$ cat src/rtl/dsm4_pkg.sv
package dsm4_pkg;
    localparam int DSM_IN_W   = 14;
    localparam int DSM_ACC_W  = 20;
    localparam int DSM_QNT_W  = 6;
    localparam int DSM_ORDER  = 4;

    // Forward gain between stages, as a right shift (stage 0 takes the input).
    function automatic int fwd_shift(input int stage);
        if (stage == 0) return 0;
        else if (stage == 1) return 1;
        else return 2;
    endfunction

    // Feedback gain into each stage, as a right shift.
    function automatic int fb_shift(input int stage);
        return stage;
    endfunction
endpackage

$ cat src/rtl/dsm4_integrator.sv
module dsm4_integrator #(
    parameter int ACC_W  = 20,
    parameter int FWD_SH = 0,
    parameter int FB_SH  = 0
) (
    input  logic                    clk,
    input  logic                    rst_n,
    input  logic                    step_en,
    input  logic signed [ACC_W-1:0] fwd_i,
    input  logic signed [ACC_W-1:0] fb_i,
    output logic signed [ACC_W-1:0] acc_o
);
    localparam int SUM_W = ACC_W + 2;
    localparam logic signed [SUM_W-1:0] SAT_HI = SUM_W'((64'sd1 <<< (ACC_W - 1)) - 1);
    localparam logic signed [SUM_W-1:0] SAT_LO = -SAT_HI - SUM_W'(1);

    logic signed [ACC_W-1:0] acc_d, acc_q;
    logic signed [SUM_W-1:0] fwd_s, fb_s, sum_s;

    always_comb begin
        fwd_s = SUM_W'(fwd_i >>> FWD_SH);
        fb_s  = SUM_W'(fb_i >>> FB_SH);
        sum_s = SUM_W'(acc_q) + fwd_s - fb_s;
        acc_d = acc_q;
        if (step_en) begin
            if (sum_s > SAT_HI)      acc_d = SAT_HI[ACC_W-1:0];
            else if (sum_s < SAT_LO) acc_d = SAT_LO[ACC_W-1:0];
            else                     acc_d = sum_s[ACC_W-1:0];
        end
    end

    always_ff @(posedge clk) begin
        if (!rst_n) acc_q <= '0;
        else        acc_q <= acc_d;
    end

    assign acc_o = acc_q;

    // no sample, no state change
    p_hold_idle_r8: assert property (@(posedge clk) disable iff (!rst_n)
        !step_en |=> $stable(acc_q));

    // a state pinned at the upper clamp stays there while pushed further up
    p_sat_stick_hi_r4: assert property (@(posedge clk) disable iff (!rst_n)
        (step_en && acc_q == SAT_HI[ACC_W-1:0] && (fwd_s - fb_s) >= 0)
        |=> acc_q == $past(acc_q));

    // same at the lower clamp
    p_sat_stick_lo_r4: assert property (@(posedge clk) disable iff (!rst_n)
        (step_en && acc_q == SAT_LO[ACC_W-1:0] && (fwd_s - fb_s) <= 0)
        |=> acc_q == $past(acc_q));
endmodule

$ cat src/rtl/dsm4_quantizer.sv
module dsm4_quantizer #(
    parameter int ACC_W = 20,
    parameter int QNT_W = 6
) (
    input  logic signed [ACC_W-1:0] acc_i,
    output logic signed [ACC_W-1:0] fb_o,
    output logic [QNT_W-1:0]        code_o
);
    localparam int DROP = ACC_W - QNT_W;
    localparam logic [ACC_W-1:0] KEEP = {{QNT_W{1'b1}}, {DROP{1'b0}}};

    always_comb begin
        // Truncation: keep the upper bits, already aligned at their own weight.
        fb_o   = acc_i & KEEP;
        // Offset binary: flip the sign bit of the kept field.
        code_o = {~fb_o[ACC_W-1], fb_o[ACC_W-2 -: QNT_W-1]};
    end
endmodule

$ cat src/rtl/dsm4_therm_dec.sv
module dsm4_therm_dec #(
    parameter int QNT_W = 6,
    localparam int CELLS = (1 << QNT_W) - 1
) (
    input  logic [QNT_W-1:0] code_i,
    output logic [CELLS-1:0] therm_o
);
    for (genvar j = 0; j < CELLS; j++) begin : g_cell
        assign therm_o[j] = (code_i > QNT_W'(j));
    end
endmodule

$ cat src/rtl/dsm4_core.sv
module dsm4_core #(
    parameter int IN_W  = dsm4_pkg::DSM_IN_W,
    parameter int ACC_W = dsm4_pkg::DSM_ACC_W,
    parameter int QNT_W = dsm4_pkg::DSM_QNT_W,
    parameter int ORDER = dsm4_pkg::DSM_ORDER,
    localparam int CELLS = (1 << QNT_W) - 1
) (
    input  logic             clk,
    input  logic             rst_n,
    input  logic             smp_valid,
    input  logic [IN_W-1:0]  smp_data,
    output logic             code_valid,
    output logic [QNT_W-1:0] code_out,
    output logic [CELLS-1:0] cell_en
);
    localparam int IN_SHL = ACC_W - IN_W;
    localparam int HALF   = 1 << (QNT_W - 1);
    localparam logic [QNT_W-1:0] RST_CODE  = QNT_W'(HALF);
    localparam logic [CELLS-1:0] RST_THERM = {{(CELLS - HALF){1'b0}}, {HALF{1'b1}}};

    typedef struct packed {
        logic             step_q1;
        logic             ovld;
        logic [QNT_W-1:0] code;
        logic [CELLS-1:0] therm;
    } pipe_t;

    pipe_t pipe_d, pipe_q;

    logic signed [ACC_W-1:0] acc   [ORDER];
    logic signed [ACC_W-1:0] x_ext;
    logic signed [ACC_W-1:0] fb_word;
    logic [QNT_W-1:0]        qcode;
    logic [CELLS-1:0]        tcode;

    assign x_ext = {smp_data, {IN_SHL{1'b0}}};

    for (genvar k = 0; k < ORDER; k++) begin : g_stage
        logic signed [ACC_W-1:0] fwd;
        if (k == 0) begin : g_head
            assign fwd = x_ext;
        end else begin : g_tail
            assign fwd = acc[k-1];
        end
        dsm4_integrator #(
            .ACC_W (ACC_W),
            .FWD_SH(dsm4_pkg::fwd_shift(k)),
            .FB_SH (dsm4_pkg::fb_shift(k))
        ) integ_i (
            .clk    (clk),
            .rst_n  (rst_n),
            .step_en(smp_valid),
            .fwd_i  (fwd),
            .fb_i   (fb_word),
            .acc_o  (acc[k])
        );
    end

    dsm4_quantizer #(.ACC_W(ACC_W), .QNT_W(QNT_W)) quant_i (
        .acc_i (acc[ORDER-1]),
        .fb_o  (fb_word),
        .code_o(qcode)
    );

    dsm4_therm_dec #(.QNT_W(QNT_W)) therm_i (
        .code_i (qcode),
        .therm_o(tcode)
    );

    always_comb begin
        pipe_d         = pipe_q;
        pipe_d.step_q1 = smp_valid;
        pipe_d.ovld    = pipe_q.step_q1;
        if (pipe_q.step_q1) begin
            pipe_d.code  = qcode;
            pipe_d.therm = tcode;
        end
    end

    always_ff @(posedge clk) begin
        if (!rst_n) begin
            pipe_q.step_q1 <= 1'b0;
            pipe_q.ovld    <= 1'b0;
            pipe_q.code    <= RST_CODE;
            pipe_q.therm   <= RST_THERM;
        end else begin
            pipe_q <= pipe_d;
        end
    end

    assign code_valid = pipe_q.ovld;
    assign code_out   = pipe_q.code;
    assign cell_en    = pipe_q.therm;

    // number of enabled cells equals the code
    p_cell_count_r7: assert property (@(posedge clk) disable iff (!rst_n)
        $countones(cell_en) == int'(code_out));

    // ones are contiguous from bit 0
    p_cell_fill_r7: assert property (@(posedge clk) disable iff (!rst_n)
        ((cell_en + CELLS'(1)) & cell_en) == '0);

    // an accepted sample yields a word two edges later
    p_word_follows_r6: assert property (@(posedge clk) disable iff (!rst_n)
        smp_valid |=> ##1 code_valid);

    // no sample, no word; outputs hold
    p_idle_quiet_r8: assert property (@(posedge clk) disable iff (!rst_n)
        !smp_valid |=> ##1 (!code_valid && $stable(code_out) && $stable(cell_en)));
endmodule

$ cat config.mk
export PLATFORM = sky130hd
export DESIGN_NAME = dsm4_core
export DESIGN_NICKNAME = d
export VERILOG_FILES = /design/src/rtl/dsm4_pkg.sv /design/src/rtl/dsm4_integrator.sv /design/src/rtl/dsm4_quantizer.sv /design/src/rtl/dsm4_therm_dec.sv /design/src/rtl/dsm4_core.sv
export SDC_FILE = /design/constraint.sdc
export NUM_CORES = 1
export LEC_CHECK = 0
export CAP_MARGIN = 20
export CELL_PAD_IN_SITES_DETAIL_PLACEMENT = 2
export CELL_PAD_IN_SITES_GLOBAL_PLACEMENT = 2
export CORE_MARGIN = 2
export CORE_UTILIZATION = 42
export CTS_BUF_LIST = sky130_fd_sc_hd__clkbuf_8
export DETAILED_ROUTE_END_ITERATION = 10
export DONT_BUFFER_PORTS = 1
export PLACE_DENSITY_LB_ADDON = 0.1
export SLEW_MARGIN = 20
export SYNTH_ARGS = -nofsm -noshare
export SYNTH_HDL_FRONTEND = slang
export SYNTH_SLANG_ARGS = --single-unit
$ cat constraint.sdc
create_clock -name clk -period 10.2 [get_ports clk]
set_clock_uncertainty 0.15 [all_clocks]
set_input_delay 3.06 -clock clk [delete_from_list [all_inputs] [get_ports clk]]
set_output_delay 3.06 -clock clk [all_outputs]
set_load 0.05 [all_outputs]
==> out/results.tsv, run 1 <==
stage	metric	value	unit
run_status	status	finished clean	
grt	pin count of the biggest net entering global routing	82	
cts	Worst-path clk slew	0.11	ns
sta	fin crit share	0.5826	
synth	#FFs+latches synth	150	
sta	Worst-Margin Slew	0.9249	ns
cells_and_area	synthesis-to-layout area growth	5.313	%
cells_and_area	Final Net Count	1662	
synth	Ys Warns	0	
placement	buffers added on ports	0	
route	Routed WL per cell	20.66	microns
cells_and_area	finished layout cell area	0.01223	sq mm
hold_path	hold path endpoint	g_stage[3].integ_i.acc_o[5]	
floorplan	chip width	170.3	microns
cts	Num CTS Buffers	17	
grt	remaining global-route overflow	0	
placement	Placed Area	0.01180	sq mm
synth	Mapped Nets	1695	
cts	Clock Path Buffers	2	
route	Initial DRT Pass Iterations	5	
synth	post-synthesis sequential area ratio	0.2586	
cts	Root Driver	clkbuf_8	
floorplan	initial cell density of the core	0.4296	
floorplan	Core Rows	60	
grt	vias in the first global route	11680	
sta	RSZ-0062 raised after global routing	no	
synth	asr flop ratio synth	0	
setup_path	r2r setup slk	5.23	ns
synth	Post-synth EDFFs	0	
placement	HPWL Detailed	28300	microns
setup_path	CP endpoint kind	flop	
setup_path	worst path required time	10.44	ns
floorplan	Die ar.	0.02899	sq mm
setup_path	critical path fanouts, max	15	
cts	clk_lat worst skew	0.49	ns
hold_path	Hold Path Depth	2	
route	final WL	38080	microns
synth	Syn Inst Count	1522	
floorplan	DIE HEIGHT	170.3	microns
setup_path	worst reg2reg path depth	12	
sta	setup violators final	0	
hold_path	HP Class	flop to flop	
route	Routed Antenna Nets	0	
setup_path	CP Class	input pin to flop	
sta	setup TNS	0	ns
flow_run	max_cap viols	0	
sta	Slew HR	0.3834	
cts	setup bufs post-CTS	0	
sta	Highest Clock Rate	0.1683	GHz
sta	min cycle time layout	5.942	ns
cts	H-tree depth	4	
cells_and_area	share of layout cells above drive strength 1	0.05193	
cts	cts repair resizes	0	
grt	first-pass GRT wire length	62110	microns
hold_path	worst hold start	g_stage[3].integ_i.acc_o[5]	
route	DRC viols	0	
sta	final hold vios	0	
synth	distinct cell type count after synthesis	85	
synth	Cell Area, Synth	0.01161	sq mm
cts	CTS tree	yes	
route	via count	10560	
sta	Slew Limit Fails	0	
synth	mean post-synth cell area	7.628	sq um
route	Via density	5.732	
setup_path	Worst Path Arrival	6.18	ns
setup_path	FF-to-FF End	g_stage[2].integ_i.acc_o[16]	
floorplan	I/O pin count	87	
floorplan	core area	0.02703	sq mm
cts	Hold-fix buffers, CTS	0	
setup_path	R2R Path Start	g_stage[3].integ_i.acc_o[19]	
setup_path	CP Launch Type	input pin	
grt	initial antenna violation count	0	
placement	Routability Congestion	0.8268	
route	Starting DRT DRC Count	427	
synth	main flop type after synthesis	dfxtp_1	
cts	CTS Sinks	150	
cells_and_area	Antenna diodes	0	
grt	Total GRT Usage	0.2708	
-- cells in the mapped netlist, types with 3 or more instances --
cell type,n,share of area
nand2b_1,18,0.0097
buf_2,4,0.0017
o21ai_1,3,0.0013
o21ai_0,106,0.046
nor2_1,133,0.043
o22ai_1,7,0.0038
buf_6,5,0.0048
a21oi_1,155,0.067
o211ai_1,18,0.012
a211oi_1,9,0.0058
clkbuf_1,43,0.014
o221ai_1,4,0.0030
inv_1,247,0.080
nand4_1,6,0.0032
a22oi_1,20,0.013
xor2_1,25,0.019
o31a_1,9,0.0068
mux2i_1,11,0.0095
buf_1,4,0.0013
nand2_1,139,0.045
or3_1,5,0.0027
fa_1,29,0.050
xnor2_1,40,0.030
nor2b_1,11,0.0059
a31oi_1,13,0.0070
o31ai_1,10,0.0065
a21boi_0,3,0.0019
a21o_1,22,0.014
o21bai_1,3,0.0019
ha_1,127,0.14
nor4_1,3,0.0016
nand3_1,38,0.016
and2_1,3,0.0016
and3_1,8,0.0043
nor3_1,13,0.0056
o21a_1,12,0.0078
or2_2,6,0.0032
dfxtp_1,150,0.26
-- worst max path at each step --
stage / from / to / slack (ns) / cells past startpoint
final: smp_data[8] / g_stage[0].integ_i.acc_o[9] / 4.26 / 12
after global routing: smp_data[10] / g_stage[0].integ_i.acc_o[13] / 4.11 / 12
after CTS: smp_data[8] / g_stage[0].integ_i.acc_o[9] / 4.29 / 12
after detailed placement: smp_data[8] / g_stage[0].integ_i.acc_o[9] / 3.77 / 12
after global placement: smp_data[8] / g_stage[0].integ_i.acc_o[9] / 3.88 / 12
after floorplan: smp_data[8] / g_stage[0].integ_i.acc_o[10] / 4.20 / 14
-- cell type report --
type / instances / area, sq um
inverter: 248 / 930.9
clock inverter: 15 / 188.9
clock buffer: 17 / 234.0
tap: 341 / 426.7
timing repair buffer: 9 / 67.56
multi-input combinational: 1063 / 7373
sequential: 150 / 3005
fill: 3166 / 14800
-- flip-flops by register name, summed over array words and instances (netlist names) --
name,count
g_stage.integ_i.acc_o,79
cell_en,63
code_out,6
code_valid,1
pipe_d,1
-- metal layers --
layer	track usage	wire, microns
met1	0.3341	16900
met3	0.04791	1429
met5	0	0
met4	0.06615	641
met2	0.4873	19110
-- through the flow --
| stage | setup slack [ns] | hold WS (ns) | cells | utilization |
|---|---|---|---|---|
| 3_3_place_gp | 3.876 | 0.3032 | 1811 | 0.4365 |
| 5_1_grt | 4.111 | 0.3569 | 1843 | 0.4524 |
| 6_report | 4.258 | 0.3329 | 1843 | 0.4524 |
| 4_1_cts | 4.291 | 0.3356 | 1843 | 0.4521 |
| 3_5_place_dp | 3.766 | 0.3171 | 1811 | 0.4365 |
| 2_1_floorplan | 4.197 | 0.2888 | 1522 | - |
-- critical path, cell delays in order --
cell and delay, ns:
inv_1 0.05, fa_1 0.54, inv_1 0.05, ha_1 0.43, and3_1 0.27, nand3_1 0.14
a2111o_1 0.39, a31o_1 0.25, a31oi_1 0.16, nand2b_2 0.35, and3b_1 0.23, o31a_1 0.26
-- kinds of logic after synthesis --
family | Yosys count | synth area share
AO/OA/AOI/OAI | 434 | 0.2339
XOR/XNOR | 68 | 0.05324
adder cells (fa/ha/maj) | 156 | 0.1869
buffers and inverters | 309 | 0.1069
flip-flops | 150 | 0.2586
multiplexers | 11 | 0.009484
AND/OR/NAND/NOR | 394 | 0.1510
-- cell usage in the layout (no fill, tap or decap), types with 4 or more instances in the layout --
cell type | netlist | layout
xor2_1 | 25 | 24
o31ai_1 | 10 | 10
dfxtp_1 | 150 | 148
xnor2_1 | 40 | 40
a21o_1 | 22 | 22
a21oi_1 | 155 | 155
o22ai_1 | 7 | 7
clkinv_8 | 0 | 5
nor2b_1 | 11 | 11
ha_1 | 127 | 127
fa_1 | 29 | 29
nor3_1 | 13 | 13
inv_1 | 247 | 247
buf_4 | 2 | 9
o221ai_1 | 4 | 4
and3_1 | 8 | 8
o31a_1 | 9 | 9
or3_1 | 5 | 5
clkbuf_8 | 0 | 17
nand4_1 | 6 | 6
o21a_1 | 12 | 12
a31oi_1 | 13 | 13
nand2_1 | 139 | 139
inv_8 | 0 | 5
o21ai_0 | 106 | 106
mux2i_1 | 11 | 11
a211oi_1 | 9 | 9
nand3_1 | 38 | 38
nor2_1 | 133 | 133
nand2b_1 | 18 | 18
o211ai_1 | 18 | 18
a22oi_1 | 20 | 20
or2_2 | 6 | 6
Power of run 1 is not shown: default switching activity piles up to over one toggle a cycle in this logic, so the estimate is an artifact.
==> run 2, diff against run 1 <==
--- a/config.mk
+++ b/config.mk
@@ -9,7 +9,7 @@
 export CELL_PAD_IN_SITES_DETAIL_PLACEMENT = 2
 export CELL_PAD_IN_SITES_GLOBAL_PLACEMENT = 2
 export CORE_MARGIN = 2
-export CORE_UTILIZATION = 42
+export CORE_UTILIZATION = 39
 export CTS_BUF_LIST = sky130_fd_sc_hd__clkbuf_8
 export DETAILED_ROUTE_END_ITERATION = 10
 export DONT_BUFFER_PORTS = 1
==> constraint.sdc (replaced) <==
create_clock -name clk -period 5.6 [get_ports clk]
set_clock_uncertainty 0.15 [all_clocks]
set_input_delay 1.68 -clock clk [delete_from_list [all_inputs] [get_ports clk]]
set_output_delay 1.68 -clock clk [all_outputs]
set_load 0.05 [all_outputs]
==> run 2 against run 1 <==
Compared with the run above: first-iteration DRC count down 19%; die area up 7.5%; setup slack worse by 3.2 ns; register-to-register slack worse by 4.1 ns; utilization down 3.7 points.
==> out/results.tsv, run 2 (synthesis gave the netlist of run 1 again) <==
stage	metric	value	unit	change
cts	cts repair resizes	0		unchanged
hold_path	HP Class	flop to flop		unchanged
grt	pin count of the biggest net entering global routing	82		unchanged
route	Routed Antenna Nets	0		unchanged
sta	Slew HR	0.4341		was 0.3834
floorplan	I/O pin count	87		unchanged
cells_and_area	max reg flops	79		unchanged
cells_and_area	synthesis-to-layout area growth	5.475	%	was 5.313%
floorplan	initial cell density of the core	0.3938		was 0.4296
route	Routed WL per cell	19.35	microns	was 20.66 microns
flow_run	max_cap viols	0		unchanged
sta	Slew Limit Fails	0		unchanged
route	Initial DRT Pass Iterations	4		was 5
cells_and_area	Antenna diodes	0		unchanged
setup_path	CP Launch Type	input pin		unchanged
run_status	status	finished clean		unchanged
setup_path	CP Class	input pin to flop		unchanged
cts	Root Driver	clkbuf_8		unchanged
sta	fin crit share	0.8155		
sta	final hold vios	0		unchanged
cts	CTS tree	yes		unchanged
placement	HPWL Detailed	27890	microns	was 28300 microns
setup_path	critical path fanouts, max	15		unchanged
sta	Highest Clock Rate	0.2190	GHz	
cts	Worst-path clk slew	0.09	ns	was 0.11 ns
sta	RSZ-0062 raised after global routing	no		unchanged
setup_path	r2r setup slk	1.12	ns	was 5.23 ns
route	final WL	36670	microns	was 38080 microns
route	via count	10330		was 10560
placement	Placed Instances	1863		was 1811
cts	Num CTS Buffers	17		unchanged
route	Via density	5.453		was 5.732
placement	Routability Congestion	0.8097		was 0.8268
sta	setup violators final	0		unchanged
route	met1 wire length	17080	microns	was 16900 microns
sta	min cycle time layout	4.567	ns	
cells_and_area	commonest non-fill, non-tap cells in the layout	inv_1 (248), a21oi_1 (155), dfxtp_1 (148)		was inv_1 (247), a21oi_1 (155), dfxtp_1 (148)
cts	Clock Path Buffers	2		unchanged
cts	CTS Sinks	150		unchanged
setup_path	Worst Path Arrival	4.80	ns	was 6.18 ns
placement	buffers added on ports	0		unchanged
route	WL met2	17900	microns	was 19110 microns
floorplan	Core Rows	63		was 60
cts	H-tree depth	4		unchanged
route	WL met3	1329	microns	was 1429 microns
cells_and_area	share of layout cells above drive strength 1	0.05249		was 0.05193
cts	Hold-fix buffers, CTS	0		unchanged
cts	clk_lat worst skew	0.49	ns	about the same
grt	vias in the first global route	11280		was 11680
floorplan	Die ar.	0.03116	sq mm	was 0.02899 sq mm
floorplan	DIE HEIGHT	176.5	microns	was 170.3 microns
floorplan	chip width	176.5	microns	was 170.3 microns
floorplan	core area	0.02948	sq mm	was 0.02703 sq mm
cells_and_area	filler instances	3490		was 3166
cells_and_area	Final Net Count	1665		was 1662
grt	initial antenna violation count	0		unchanged
cells_and_area	Non-Filler Instances	1895		was 1843
grt	Total GRT Usage	0.2436		was 0.2708
route	Highest Signal Layer	met4		unchanged
cells_and_area	Util after Layout	0.4154		was 0.4524
setup_path	worst path required time	5.83	ns	was 10.44 ns
sta	setup TNS	0	ns	unchanged
route	Starting DRT DRC Count	345		was 427
cts	setup bufs post-CTS	0		unchanged
sta	Worst-Margin Slew	0.8488	ns	was 0.9249 ns
setup_path	CP endpoint kind	flop		unchanged
grt	first-pass GRT wire length	60080	microns	was 62110 microns
route	DRC viols	0		unchanged
grt	remaining global-route overflow	0		unchanged
cells_and_area	commonest non-fill, non-tap cell in the layout	inv_1		unchanged
run 2: through the flow:
step | hold slack (ns) | setup WS (ns) | instance area, sq um
floorplan | 0.2888 | 0.9767 | 11610
global placement | 0.3040 | 0.6421 | 11880
detailed placement | 0.3159 | 0.5177 | 11880
CTS | 0.3350 | 1.019 | 12250
global route | 0.3630 | 0.8152 | 12250
finish | 0.3301 | 1.033 | 12250
run 2: final timing paths:
| kind | from | end | cells past startpoint |
|---|---|---|---|
| worst max register to register | g_stage[3].integ_i.acc_o[15] | g_stage[3].integ_i.acc_o[9] | 13 |
| worst max-delay path | smp_data[8] | g_stage[0].integ_i.acc_o[9] | 12 |
| worst min-delay path | g_stage[1].integ_i.acc_o[1] | g_stage[1].integ_i.acc_o[1] | 2 |
| worst min register to register | g_stage[1].integ_i.acc_o[1] | g_stage[1].integ_i.acc_o[1] | 2 |
run 2: layout make-up:
type	instances	area, sq um	area share
Clock buffer	18	247.7	0.02023
Clock inverter	14	117.6	0.009605
Inverter	248	930.9	0.07602
Multi-Input combinational cell	1063	7366	0.6015
Sequential cell	150	3005	0.2454
Tap cell	390	488.0	0.03985
Timing Repair Buffer	12	90.09	0.007357
run 2: worst max-delay path: stages:
cell and delay (ns):
inv_1 0.03, fa_1 0.52, inv_1 0.05, ha_1 0.43, and3_1 0.28, nand3_1 0.16, a2111o_1 0.41, a31o_1 0.24
a31oi_1 0.15, nand2b_2 0.37, and3b_1 0.23, o31a_1 0.26
run 2: metal layers:
metal / track usage / vias up
li1: - / 5037
met5: 0 / -
met4: 0.04821 / 0
met3: 0.04716 / 21
met2: 0.4281 / 102
met1: 0.3100 / 5173
Power of run 2 is left out for the same reason.
==> run 3, diff against run 2 <==
--- a/config.mk
+++ b/config.mk
@@ -9,7 +9,7 @@
 export CELL_PAD_IN_SITES_DETAIL_PLACEMENT = 2
 export CELL_PAD_IN_SITES_GLOBAL_PLACEMENT = 2
 export CORE_MARGIN = 2
-export CORE_UTILIZATION = 39
+export CORE_UTILIZATION = 36
 export CTS_BUF_LIST = sky130_fd_sc_hd__clkbuf_8
 export DETAILED_ROUTE_END_ITERATION = 10
 export DONT_BUFFER_PORTS = 1
==> constraint.sdc (replaced) <==
create_clock -name clk -period 4.1 [get_ports clk]
set_clock_uncertainty 0.15 [all_clocks]
set_input_delay 1.23 -clock clk [delete_from_list [all_inputs] [get_ports clk]]
set_output_delay 1.23 -clock clk [all_outputs]
set_load 0.05 [all_outputs]
==> run 3 against run 2 <==
Compared with the run above: routed wire length increased by 1.9%; final cell count increased by 2.6%; sequential share of layout area shrank 0.68 points; cell area grew 2.9%; hold slack improved by 0.0017 ns; setup slack lost 0.75 ns; sequential cell count unchanged; register-to-register slack got worse by 0.83 ns; via count rose by 2.3%; die area up 8.1%; highest routed layer unchanged; critical path depth rose by 2; non-clock buffer count grew 38; largest cell class unchanged.
==> out/results.tsv, run 3 (synthesis gave the netlist of run 1 again) <==
stage	metric	value	unit	change
grt	vias in the first global route	11320		was 11280
grt	pin count of the biggest net entering global routing	82		unchanged
route	via count	10580		was 10330
placement	Placed Instances	1913		was 1863
grt	Total GRT Usage	0.2293		was 0.2436
sta	PnR worst setup slack	0.2869	ns	was 1.033 ns
sta	setup violators final	0		unchanged
setup_path	CP Class	flop to flop		was input pin to flop
cts	setup bufs post-CTS	0		unchanged
cts	clk_lat worst skew	0.49	ns	about the same
cells_and_area	share of layout cells above drive strength 1	0.07647		was 0.05249
placement	buffers added on ports	0		unchanged
grt	remaining global-route overflow	0		unchanged
setup_path	CP Launch Type	flop		was input pin
cells_and_area	synthesis-to-layout area growth	8.492	%	was 5.475%
floorplan	core area	0.03164	sq mm	was 0.02948 sq mm
cts	CTS Sinks	150		unchanged
cells_and_area	max reg flops	79		unchanged
floorplan	initial cell density of the core	0.3670		was 0.3938
sta	Highest Clock Rate	0.2623	GHz	
floorplan	Die ar.	0.03370	sq mm	was 0.03116 sq mm
cells_and_area	commonest non-fill, non-tap cell in the layout	inv_1		unchanged
placement	pre-CTS setup slack	-0.1622	ns	was 0.5177 ns
cts	Hold-fix buffers, CTS	0		unchanged
grt	first-pass GRT wire length	60820	microns	was 60080 microns
sta	Worst-Margin Slew	0.6912	ns	was 0.8488 ns
route	Initial DRT Pass Iterations	4		unchanged
cts	Num CTS Buffers	17		unchanged
flow_run	max_cap viols	0		unchanged
placement	Routability Congestion	0.8010		was 0.8097
cells_and_area	Final Net Count	1703		was 1665
cts	Root Driver	clkbuf_8		unchanged
cells_and_area	Antenna diodes	0		unchanged
route	Routed WL per cell	19.21	microns	was 19.35 microns
route	Starting DRT DRC Count	324		was 345
route	DRC viols	0		unchanged
cts	Clock Path Buffers	2		unchanged
sta	setup TNS	0	ns	unchanged
floorplan	DIE HEIGHT	183.6	microns	was 176.5 microns
sta	Slew HR	0.5392		was 0.4341
grt	initial antenna violation count	0		unchanged
setup_path	Worst Path Arrival	4.04	ns	was 4.80 ns
setup_path	highest-delay cell along the critical path	fa_1		unchanged
cts	CTS tree	yes		unchanged
sta	Slew Limit Fails	0		unchanged
sta	fin crit share	0.9300		
route	Via density	5.437		was 5.453
hold_path	HP Class	flop to flop		unchanged
cells_and_area	commonest non-fill, non-tap cells in the layout	inv_1 (248), a21oi_1 (155), dfxtp_1 (148)		unchanged
run_status	status	finished clean		unchanged
setup_path	critical path fanouts, max	7		was 15
route	Routed Antenna Nets	0		unchanged
sta	min cycle time layout	3.813	ns	
sta	final hold vios	0		unchanged
cells_and_area	filler instances	3725		was 3490
floorplan	I/O pin count	87		unchanged
cts	Worst-path clk slew	0.09	ns	about the same
setup_path	CP endpoint kind	flop		unchanged
cells_and_area	Non-Filler Instances	1945		was 1895
sta	RSZ-0062 raised after global routing	no		unchanged
setup_path	worst path required time	4.33	ns	was 5.83 ns
cts	H-tree depth	4		unchanged
floorplan	Core Rows	65		was 63
route	final WL	37370	microns	was 36670 microns
setup_path	critical path cell sequence	inv_1 -> fa_1 -> inv_1 -> ha_1 -> a21oi_1 -> o21ai_0 -> a41oi_1 -> o31ai_2 -> a221oi_2 -> xor2_4 -> o21bai_2 -> buf_4 -> a21oi_1 -> nor2_1		was inv_1 -> fa_1 -> inv_1 -> ha_1 -> and3_1 -> nand3_1 -> a2111o_1 -> a31o_1 -> a31oi_1 -> nand2b_2 -> and3b_1 -> o31a_1
setup_path	max incr delay on CP	0.58	ns	was 0.52 ns
placement	HPWL Detailed	29390	microns	was 27890 microns
floorplan	chip width	183.6	microns	was 176.5 microns
sta	Hold WS	0.3319	ns	was 0.3301 ns
run 3: final timing paths:
path	start	end	slack, ns	depth (start not counted)
worst max-delay path	g_stage[3].integ_i.acc_o[15]	g_stage[3].integ_i.acc_o[16]	0.29	14
worst min-delay path	g_stage[3].integ_i.acc_o[1]	g_stage[3].integ_i.acc_o[1]	0.33	2
worst max register to register	g_stage[3].integ_i.acc_o[15]	g_stage[3].integ_i.acc_o[16]	0.29	14
worst min register to register	g_stage[3].integ_i.acc_o[1]	g_stage[3].integ_i.acc_o[1]	0.33	2
run 3: stage by stage:
step / cell area, sq um / util
floorplan: 11620 / -
global placement: 12210 / 0.3859
detailed placement: 12210 / 0.3859
CTS: 12570 / 0.3975
global route: 12600 / 0.3981
finish: 12600 / 0.3981
run 3: repair_timing:
item | 4_1_cts | 5_1_grt
hold endpoints to repair | 0 | 0
endpoints found under the setup margin | 0 | 44
resized for setup | 0 | 3
run 3: area by class of cell:
type                            count  area (sq um)  share of cell area
Clock buffer                       18         247.7             0.01967
Clock inverter                     14         117.6            0.009337
Inverter                          248         930.9             0.07391
Multi-Input combinational cell   1063          7391              0.5868
Sequential cell                   150          3005              0.2386
Tap cell                          402         503.0             0.03993
Timing Repair Buffer               50         400.4             0.03179
run 3: metal layers:
| layer | vias up | share of wire | global-route usage |
|---|---|---|---|
| li1 | 5132 | - | - |
| met2 | 114 | 0.48 | 0.3851 |
| met4 | 0 | 0.013 | 0.05664 |
| met5 | - | 0 | 0 |
| met1 | 5303 | 0.48 | 0.3043 |
| met3 | 26 | 0.031 | 0.04101 |
run 3: worst max-delay path: cells and delay by family, from the launching register on:
kind | cells | cell delay, ns
simple gates | 1 | 0.06
buf+inv | 3 | 0.38
xor+xnor | 1 | 0.35
flops | 1 | 0.34
fa+ha+maj | 2 | 0.97
compound gates | 7 | 1.45
Power of run 3 is left out for the same reason.
